File: src/rtl/otp_pkg.sv
// Package: shared encodings for the one-time-programmable protection register.
package otp_pkg;

    typedef enum logic [1:0] {
        ST_IDLE  = 2'd0,
        ST_SETUP = 2'd1,
        ST_BUSY  = 2'd2
    } cmd_state_e;

    typedef enum logic {
        RD_ARRAY  = 1'b0,
        RD_STATUS = 1'b1
    } rd_mode_e;

    localparam logic [7:0] OP_PROG_SETUP   = 8'hC0;
    localparam logic [7:0] OP_READ_ARRAY   = 8'hFF;
    localparam logic [7:0] OP_READ_STATUS  = 8'h70;
    localparam logic [7:0] OP_CLEAR_STATUS = 8'h50;

    localparam int STAT_READY_BIT = 7;
    localparam int STAT_ERR_BIT   = 4;

    localparam int LK_SEG_BIT = 1;
    localparam int LK_SEC_BIT = 2;

endpackage

File: src/rtl/otp_cmd.sv
// Module: otp_cmd
// Decodes bus writes into commands, holds the pending program operation,
// times the busy window and keeps the sticky error bit and the read mode.
// Assumes: PROG_CYCLES >= 2; reject is valid while the operation is busy
// and is sampled in the commit cycle.
module otp_cmd
    import otp_pkg::*;
#(
    parameter int ADDR_W      = 8,
    parameter int DATA_W      = 16,
    parameter int PROG_CYCLES = 8
) (
    input  logic              clk,
    input  logic              rst_n,
    input  logic              wr_en,
    input  logic [ADDR_W-1:0] wr_addr,
    input  logic [DATA_W-1:0] wr_data,
    input  logic              reject,
    output logic              commit,
    output logic [ADDR_W-1:0] op_addr,
    output logic [DATA_W-1:0] op_data,
    output logic              ready,
    output logic              err,
    output rd_mode_e          rd_mode
);

    localparam int CNT_W = (PROG_CYCLES > 2) ? $clog2(PROG_CYCLES) : 1;
    localparam logic [CNT_W-1:0] CNT_LOAD = CNT_W'(PROG_CYCLES - 1);

    cmd_state_e       state;
    logic [CNT_W-1:0] cnt;
    logic [7:0]       opcode;
    logic             clr_cmd;

    assign opcode  = wr_data[7:0];
    assign clr_cmd = (state == ST_IDLE) && wr_en && (opcode == OP_CLEAR_STATUS);

    // Purpose: the last busy cycle hands the operation to storage.
    assign commit = rst_n && (state == ST_BUSY) && (cnt == '0);
    assign ready  = (state != ST_BUSY);

    // Purpose: command sequencing, busy timing, error and read-mode update.
    always_ff @(posedge clk) begin : seq_ctrl
        if (!rst_n) begin
            state   <= ST_IDLE;
            cnt     <= '0;
            rd_mode <= RD_ARRAY;
            err     <= 1'b0;
            op_addr <= '0;
            op_data <= '0;
        end else begin
            unique case (state)
                ST_IDLE: begin
                    if (wr_en) begin
                        case (opcode)
                            OP_PROG_SETUP: begin
                                state   <= ST_SETUP;
                                rd_mode <= RD_STATUS;
                            end
                            OP_READ_STATUS:  rd_mode <= RD_STATUS;
                            OP_READ_ARRAY:   rd_mode <= RD_ARRAY;
                            OP_CLEAR_STATUS: err     <= 1'b0;
                            default: ;
                        endcase
                    end
                end
                ST_SETUP: begin
                    if (wr_en) begin
                        op_addr <= wr_addr;
                        op_data <= wr_data;
                        cnt     <= CNT_LOAD;
                        state   <= ST_BUSY;
                    end
                end
                ST_BUSY: begin
                    if (cnt == '0) begin
                        state <= ST_IDLE;
                        if (reject) err <= 1'b1;
                    end else begin
                        cnt <= cnt - 1'b1;
                    end
                end
                default: state <= ST_IDLE;
            endcase
        end
    end

    AST_BUSY_HOLDS: assert property (@(posedge clk) disable iff (!rst_n)
        (state == ST_BUSY && cnt != '0) |=> (state == ST_BUSY));

    AST_COMMIT_TO_IDLE: assert property (@(posedge clk) disable iff (!rst_n)
        commit |=> (ready && state == ST_IDLE));

    AST_BUSY_OPS_STABLE: assert property (@(posedge clk) disable iff (!rst_n)
        (state == ST_BUSY) |=> ($stable(op_addr) && $stable(op_data)));

    AST_ERR_STICKY: assert property (@(posedge clk) disable iff (!rst_n)
        (err && !clr_cmd) |=> err);

endmodule

File: src/rtl/otp_store.sv
// Module: otp_store
// Retained storage: the user segment words and the two lock bits.
// Decides whether the pending operation is rejected and applies accepted
// operations by ANDing, so bits can only fall. Assumes nv_preload is the
// only way back to the erased state; rst_n is used by assertions only.
module otp_store
    import otp_pkg::*;
#(
    parameter int ADDR_W    = 8,
    parameter int DATA_W    = 16,
    parameter int SEG_WORDS = 4,
    parameter int LOCK_ADDR = 128
) (
    input  logic                        clk,
    input  logic                        rst_n,
    input  logic                        nv_preload,
    input  logic                        commit,
    input  logic [ADDR_W-1:0]           op_addr,
    input  logic [DATA_W-1:0]           op_data,
    output logic                        reject,
    output logic [SEG_WORDS*DATA_W-1:0] seg_flat,
    output logic                        lock_seg_n,
    output logic                        lock_sec_n
);

    localparam logic [ADDR_W-1:0] SEG_END = ADDR_W'(SEG_WORDS);
    localparam logic [ADDR_W-1:0] LK_ADDR = ADDR_W'(LOCK_ADDR);

    logic hit_seg;
    logic hit_lock;
    logic accept;

    // Purpose: classify the pending address and apply the protection chain.
    always_comb begin : chk_protect
        hit_seg  = (op_addr < SEG_END);
        hit_lock = (op_addr == LK_ADDR);
        if (hit_seg)       reject = !lock_seg_n;
        else if (hit_lock) reject = !lock_seg_n && !op_data[LK_SEC_BIT];
        else               reject = 1'b1;
    end

    assign accept = commit && !reject;

    for (genvar g = 0; g < SEG_WORDS; g++) begin : g_word
        logic [DATA_W-1:0] word_q;

        // Purpose: erase on preload, otherwise clear the bits of an accepted program.
        always_ff @(posedge clk) begin : upd_word
            if (nv_preload)
                word_q <= '1;
            else if (accept && hit_seg && op_addr == ADDR_W'(g))
                word_q <= word_q & op_data;
        end

        assign seg_flat[g*DATA_W +: DATA_W] = word_q;
    end

    // Purpose: the two lock bits, open on preload, closed by an accepted lock program.
    always_ff @(posedge clk) begin : upd_lock
        if (nv_preload) begin
            lock_seg_n <= 1'b1;
            lock_sec_n <= 1'b1;
        end else if (accept && hit_lock) begin
            lock_seg_n <= lock_seg_n & op_data[LK_SEG_BIT];
            lock_sec_n <= lock_sec_n & op_data[LK_SEC_BIT];
        end
    end

    AST_SEG_ONLY_CLEARS: assert property (@(posedge clk) disable iff (!rst_n || nv_preload)
        ((seg_flat & ~$past(seg_flat)) == '0));

    AST_LOCKED_SEG_STABLE: assert property (@(posedge clk) disable iff (!rst_n || nv_preload)
        (!lock_seg_n) |=> $stable(seg_flat));

    AST_BIT2_GUARDED: assert property (@(posedge clk) disable iff (!rst_n || nv_preload)
        (!lock_seg_n && lock_sec_n) |=> lock_sec_n);

    AST_SEC_LOCK_PERMANENT: assert property (@(posedge clk) disable iff (nv_preload)
        (!lock_sec_n) |=> !lock_sec_n);

endmodule

File: src/rtl/otp_rdmux.sv
// Module: otp_rdmux
// Combinational read path: the status byte in status mode; otherwise a
// segment word, the lock word, or all ones for an unmapped address.
// Assumes ready, err and the storage are registered upstream.
module otp_rdmux
    import otp_pkg::*;
#(
    parameter int ADDR_W    = 8,
    parameter int DATA_W    = 16,
    parameter int SEG_WORDS = 4,
    parameter int LOCK_ADDR = 128
) (
    input  logic [ADDR_W-1:0]           rd_addr,
    input  rd_mode_e                    rd_mode,
    input  logic                        ready,
    input  logic                        err,
    input  logic [SEG_WORDS*DATA_W-1:0] seg_flat,
    input  logic                        lock_seg_n,
    input  logic                        lock_sec_n,
    output logic [DATA_W-1:0]           rd_data
);

    localparam logic [ADDR_W-1:0] LK_ADDR = ADDR_W'(LOCK_ADDR);

    logic [DATA_W-1:0] lock_word;
    logic [DATA_W-1:0] status_word;

    // Purpose: build the lock word and the status word.
    always_comb begin : build_words
        lock_word                 = '1;
        lock_word[LK_SEG_BIT]     = lock_seg_n;
        lock_word[LK_SEC_BIT]     = lock_sec_n;
        status_word               = '0;
        status_word[STAT_READY_BIT] = ready;
        status_word[STAT_ERR_BIT] = err;
    end

    // Purpose: select the word the read port returns.
    always_comb begin : sel_read
        if (rd_mode == RD_STATUS) begin
            rd_data = status_word;
        end else begin
            rd_data = '1;
            for (int i = 0; i < SEG_WORDS; i++)
                if (rd_addr == ADDR_W'(i)) rd_data = seg_flat[i*DATA_W +: DATA_W];
            if (rd_addr == LK_ADDR) rd_data = lock_word;
        end
    end

endmodule

File: src/rtl/otp_prot_reg.sv
// Module: otp_prot_reg (top)
// One-time-programmable protection register: command decode, retained
// storage with a lock chain, and the read path. sec_wp tells a
// neighbouring security region that it is permanently write-protected.
// Assumes a synchronous active-low rst_n and a bench or power-on preload.
module otp_prot_reg
    import otp_pkg::*;
#(
    parameter int ADDR_W      = 8,
    parameter int DATA_W      = 16,
    parameter int SEG_WORDS   = 4,
    parameter int LOCK_ADDR   = 128,
    parameter int PROG_CYCLES = 8
) (
    input  logic              clk,
    input  logic              rst_n,
    input  logic              nv_preload,
    input  logic              wr_en,
    input  logic [ADDR_W-1:0] wr_addr,
    input  logic [DATA_W-1:0] wr_data,
    input  logic [ADDR_W-1:0] rd_addr,
    output logic [DATA_W-1:0] rd_data,
    output logic              sec_wp
);

    logic                        commit;
    logic                        reject;
    logic [ADDR_W-1:0]           op_addr;
    logic [DATA_W-1:0]           op_data;
    logic                        ready;
    logic                        err;
    rd_mode_e                    rd_mode;
    logic [SEG_WORDS*DATA_W-1:0] seg_flat;
    logic                        lock_seg_n;
    logic                        lock_sec_n;

    otp_cmd #(
        .ADDR_W(ADDR_W), .DATA_W(DATA_W), .PROG_CYCLES(PROG_CYCLES)
    ) i_cmd (
        .clk(clk), .rst_n(rst_n), .wr_en(wr_en), .wr_addr(wr_addr),
        .wr_data(wr_data), .reject(reject), .commit(commit),
        .op_addr(op_addr), .op_data(op_data), .ready(ready),
        .err(err), .rd_mode(rd_mode)
    );

    otp_store #(
        .ADDR_W(ADDR_W), .DATA_W(DATA_W), .SEG_WORDS(SEG_WORDS), .LOCK_ADDR(LOCK_ADDR)
    ) i_store (
        .clk(clk), .rst_n(rst_n), .nv_preload(nv_preload), .commit(commit),
        .op_addr(op_addr), .op_data(op_data), .reject(reject),
        .seg_flat(seg_flat), .lock_seg_n(lock_seg_n), .lock_sec_n(lock_sec_n)
    );

    otp_rdmux #(
        .ADDR_W(ADDR_W), .DATA_W(DATA_W), .SEG_WORDS(SEG_WORDS), .LOCK_ADDR(LOCK_ADDR)
    ) i_rdmux (
        .rd_addr(rd_addr), .rd_mode(rd_mode), .ready(ready), .err(err),
        .seg_flat(seg_flat), .lock_seg_n(lock_seg_n), .lock_sec_n(lock_sec_n),
        .rd_data(rd_data)
    );

    // Purpose: a programmed security-lock bit raises the region write protect.
    assign sec_wp = !lock_sec_n;

endmodule

File: config.mk
export PLATFORM = sky130hd
export DESIGN_NAME = otp_prot_reg
export DESIGN_NICKNAME = d
export VERILOG_FILES = /design/src/rtl/otp_pkg.sv /design/src/rtl/otp_cmd.sv /design/src/rtl/otp_store.sv /design/src/rtl/otp_rdmux.sv /design/src/rtl/otp_prot_reg.sv
export SDC_FILE = /design/constraint.sdc
export NUM_CORES = 1
export LEC_CHECK = 0
export ABC_AREA = 0
export ABC_CLOCK_PERIOD_IN_PS = 4800
export BUFFER_PORTS_ARGS = -buffer_cell sky130_fd_sc_hd__buf_2
export CORE_ASPECT_RATIO = 0.7
export CORE_MARGIN = 5
export CORE_UTILIZATION = 62
export CTS_BUF_LIST = sky130_fd_sc_hd__clkbuf_16
export CTS_CLUSTER_SIZE = 25
export DETAILED_ROUTE_END_ITERATION = 6
export GPL_TIMING_DRIVEN = 1
export PLACE_DENSITY = 0.95
export SETUP_SLACK_MARGIN = 0.2
export SLEW_MARGIN = 20
export SYNTH_ARGS = -nofsm -noshare
export SYNTH_HDL_FRONTEND = slang
export SYNTH_HIERARCHICAL = 1
export SYNTH_SLANG_ARGS = --single-unit
File: constraint.sdc
create_clock -name clk -period 4.8 [get_ports clk]
set_input_delay 0.48 -clock clk [delete_from_list [all_inputs] [get_ports clk]]
set_output_delay 0.48 -clock clk [all_outputs]
set_load 0.005 [all_outputs]
[Yosys cells after proc, flatten, opt, wreduce, memory -nomap -nowiden]
Cells that the tools add are included.
Storage, ports and cells
  register bits: 97
  word-level logic and storage cells: 91
Operators by class
  add/subtract/negate cells: 1
  magnitude comparators: 1
  eq/ne operators: 22
  muxes and demuxes: 22
  bitwise gates (word level): 6
  reduce and logical (&&, ||, !) cells: 27
Operators by type and width (count)
  $mux W16: 6
  $and A16 B16 Y16: 4
  $eq A8 B2 Y1 const B: 4
  $eq A8 B8 Y1 const B: 4
  $eq A8 B1 Y1 const B: 2
  $eq A8 B7 Y1 const B: 2
  $logic_not A8 Y1: 2
  $ne A2 B2 Y1 const B: 7
  $logic_and A1 B1 Y1: 10
  $lt A8 B3 Y1 const B: 1
  $mux W2: 4
  $mux W1: 6
  $mux W3: 2
  $pmux W2 S3: 1
  $pmux W3 S2: 1
  $reduce_and A3 Y1: 2
  $reduce_bool A2 Y1: 3
  $reduce_and A5 Y1: 1
  $logic_not A1 Y1: 4
  $pmux W1 S2: 2
  $reduce_and A4 Y1: 1
  $logic_not A3 Y1: 1
  $sub A3 B1 Y3 const B: 1
  $and A1 B1 Y1: 2
  6 further kinds: 6

[Logic depth before layout (Yosys ltp)]
  depth after elaboration: 8
  gate-level depth with buffers: 8

[Modules after synthesis]
The synthesis kept the hierarchy.
By module, submodules not included
  otp_store: instances 1, cells an instance 242, area each 2264.7 µm²
  otp_cmd: instances 1, cells an instance 149, area each 1241.2 µm²
  otp_rdmux: instances 1, cells an instance 55, area each 634.4 µm²
  otp_prot_reg: instances 1, cells an instance 1, area each 3.8 µm²

[Worst setup path after synthesis]
OpenSTA, ideal clock, no wires.
  kind: input to output
  from: in rd_addr[3]
  to: out rd_data[10]
  arrival: 1.770 ns
  data required time: 4.320 ns
  path slack: 2.550 ns
  cell stages on the path: 5
  buffers on the path: 2
  cells stage by stage: or4_4 > or3_1 > buf_2 > buf_6 > o21a_1
On the way
  longest elaborated chain between the ends: 7
  elaborated cells between the ends (all ways): 11
RTL lines
  start: declaration: line otp_prot_reg.sv:21  | input logic [ADDR_W-1:0] rd_addr,
  $logic_not A8 Y1: line otp_rdmux.sv:45  | if (rd_addr == ADDR_W'(i)) rd_data = seg_flat[i*DATA_W +: DATA_W];
  $mux W16 (4 in a row): line otp_rdmux.sv:45
  $mux W16 *: line otp_rdmux.sv:46  | if (rd_addr == LK_ADDR) rd_data = lock_word;
  $mux W16 *: line otp_rdmux.sv:40  | if (rd_mode == RD_STATUS) begin
  end: declaration: line otp_prot_reg.sv:22  | output logic [DATA_W-1:0] rd_data,
Mark *: on every way between the ends. The rest lies on a longest branch, timed or not.

[Final worst setup path]
  from: in rd_addr[3]
  to: out rd_data[4]
Same word-level chain as after synthesis.

==> summary.md <==
| Metric | Value |
|---|---|
| Ant. Diodes | `0` |
| Setup TNS | `0 ns` |
| Hold path startpoint | `wr_addr[6]` |
| Core Rows | `24` |
| Max VDD drop | `241 uV` |
| Family with the most delay on the worst path | `simple AND/OR/NAND/NOR gates` |
| Die area | `roughly 8400 sq um` |
| Worst Hold Slack | `about 0.37 ns` |
| Crit share post-route | `between 50 and 60%` |
| Placeable Area | `6370 sq um` |
| First-pass GRT wire length | `about 17000 microns` |
| IO Port Bufs | `52` |
| Count of cell types in the netlist | `53` |
| Post-CTS Hold Buffers | `0` |
| WS Path Type | `input pin to output pin` |
| Max Root-Sink Buffers | `2` |
| Synth Warn # | `6` |
| PwrDens | `365 nW/um^2` |
| Share of cells above drive strength 1 | `between 20 and 25%` |
| Max-slew violation count | `0` |
| Critical-path top delay cell | `or3_1` |
| # setup viols final | `0` |
| Total power | `0.00171 W` |
| Initial antenna violation count | `0` |
| Final core occ | `73.7%` |
| CP peak stage delay | `around 0.63 ns` |
| WL per Instance | `17.6 microns` |
| Finished Layout Cells | `580` |
| Gr ovfl total | `0` |
| Routability congestion estimate | `between 0.8 and 0.9` |
| Number of buffers created by CTS | `9` |
| Ys async rst share | `0%` |
| Setup Fix Bufs, Post-CTS | `0` |
| Setup Skew | `0.00658 ns` |
| Cell taking the most area after synthesis | `dfxtp_1` |
| Syn nets | `between 400 and 500` |
| Critical-path maximum fanout | `14` |
| Post-synthesis cell count | `roughly 450` |
| Crit-path cells | `buf_2 -> or4_4 -> or3_1 -> o31a_1 -> buf_2` |
| First-pass detailed-route iteration total | `5` |
| Crit path DAT | `about 2.3 ns` |
| Outcome | `finished clean` |
| H-Tree Depth | `3` |
| Root buffer cell | `clkbuf_16` |
| Area contributors post-synth | `dfxtp_1, a21oi_1, mux4_2` |
| Syn Area/Cell | `between 9 and 10 sq um` |
| Vias in the first global route | `between 3k and 4k` |
| Die H | `about 78 microns` |
| Final Hold Vio Count | `0` |
| Die width | `approximately 110 microns` |
| CP Launch Type | `input pin` |
| DRC | `0` |
| Post-Syn Area | `approximately 4100 sq um` |
| Clock transition at path regs | `around 0.060 ns` |
| Slew HR | `30.2%` |
| Max Cap Violations | `0` |
| CTS tree | `done` |
| Layout area overhead | `13.2%` |
| Placed insts | `approximately 560` |
| Crit path launch | `rd_addr[3]` |
| EDFF count, synth | `0` |
| Most frequent cells in the layout | `dfxtp_1, nor2_1, a21oi_1` |
| Starting Density | `roughly two thirds` |
| Unrepaired setup endpoints after global routing | `false` |
| Buf/Inv on CP | `2` |
| Tmin final | `2.77 ns` |
| Max Freq | `around 360 MHz` |
| Nets | `~520` |
| Crit path top cell by count | `buf_2` |
| Detail Route Antenna Nets | `0` |
| Io pins | `53` |
| Clock sinks | `between 90 and 100` |
| Post-detail-place hpwl | `between 6000 and 7000 microns` |
| Most common cell after layout, fill and taps aside | `dfxtp_1` |
| DR iter-0 viols | `between 300 and 400` |
| GRT Overall Usage | `between 20% and 30%` |
| Crit end category | `output pin` |
| Worst Hold Class | `input pin to flop` |
| Resized cells post-CTS | `0` |
| Largest net degree at the start of global routing | `approximately 70` |
| Total wire length | `~10000 microns` |
| Share of Yosys cell area claimed by the top area cell type | `a little under half` |
| Register bit total from synthesis | `between 90 and 100` |
| Sequential-to-total area share from yosys stat | `a little under half` |
| Clock latency on the worst-skew pair | `roughly 0.34 ns` |
| Worst r2r src | `i_cmd/cnt[0]$_SDFFE_PN0P_` |
| Lkg Pwr | `approximately 1.6 nW` |
| Req. time, crit path | `about 4.3 ns` |
| Ys flop type | `dfxtp_1` |
| Via density | `about 6` |
| Vias after detailed routing | `between 3k and 4k` |
| Slew @ Worst Pin | `1.04 ns` |
| Reg2reg setup slack | `about 2.4 ns` |
## worst min-delay path, stage by stage
cell,delay (ns)
buf_2,0.09
nand2_1,0.04
a21oi_1,0.05
## logic make-up (layout without fill, tap and decap cells)
kind of cell | count (synthesis) | in the layout | synth area share, %
DFF | 97 | 97 | 46.9
AOI/OAI and AO/OA | 119 | 119 | 17.2
buffers and inverters | 37 | 79 | 5.77
and+or+nand+nor | 174 | 174 | 20.8
adders and majority gates | 2 | 2 | 0.604
muxes | 18 | 18 | 8.70
## cells in the mapped netlist, types with 3 or more instances
library cell  instances
nor3_1                6
a21oi_1              83
buf_1                 4
inv_1                 9
buf_4                 3
o21ai_0               3
mux2_2                4
nor2b_1               4
nand2_1              48
buf_2                 4
mux4_2               14
dfxtp_1              97
nand3_1               3
o21a_1               12
nand2b_1              3
clkbuf_1              6
buf_6                10
a21oi_2               8
nor2_1               84
## worst paths after layout
| check | to | cells after the start |
|---|---|---|
| setup reg to reg | i_store/g_word[2].word_q[10]$_SDFFE_PP1P_ | 7 |
| setup / recovery | rd_data[4] | 5 |
| hold / removal | i_cmd/op_addr[6]$_SDFFE_PN0P_ | 3 |
| hold reg to reg | i_cmd/op_data[7]$_SDFFE_PN0P_ | 2 |
## registers in the layout, indices dropped and copies added, names as in the netlist
| name | cells |
|---|---|
| i_store/lock_seg_n | 1 |
| i_store/g_word.word_q | 64 |
| i_cmd/err | 1 |
| i_cmd/op_addr | 8 |
| i_cmd/op_data | 16 |
| i_cmd/cnt | 3 |
| i_cmd/rd_mode | 1 |
| i_store/lock_sec_n | 1 |
| i_cmd/state | 2 |
## layer usage
layer	global-route usage (%)	share of wire, %	routed length [microns]	vias to the layer above
li1	-	-	-	1625
met1	30.4	40	4030	1672
met2	42.9	51	5180	155
met3	6.89	8.3	847	18
met4	7.82	1.2	127	0
met5	0	0	0	-
## power breakdown
group	switching (W)	leakage, nW	internal [W]	total, W
Combinational	0.0000328	0.635	0.0000207	0.0000535
Sequential	0.000000230	0.784	0.000805	0.000805
Clock	0.000295	0.181	0.000558	0.000853
## stage by stage
stage	worst slack (ns)	instance area [sq um]
floorplan	2.55	4140
global placement	2.09	4320
finish	2.03	4690
CTS	2.02	4680
global route	1.98	4690
detailed placement	2.03	4320
## cell type report
class / count / area, sq um
Timing Repair Buffer: 54 / 279
Tap cell: 91 / 114
Sequential cell: 97 / 1940
Multi-Input combinational cell: 313 / 1960
Clock inverter: 7 / 134
Fill cell: 436 / 1680
Clock buffer: 9 / 225
Inverter: 9 / 33.8
No activity file was read; power rests on OpenSTA's default activity.
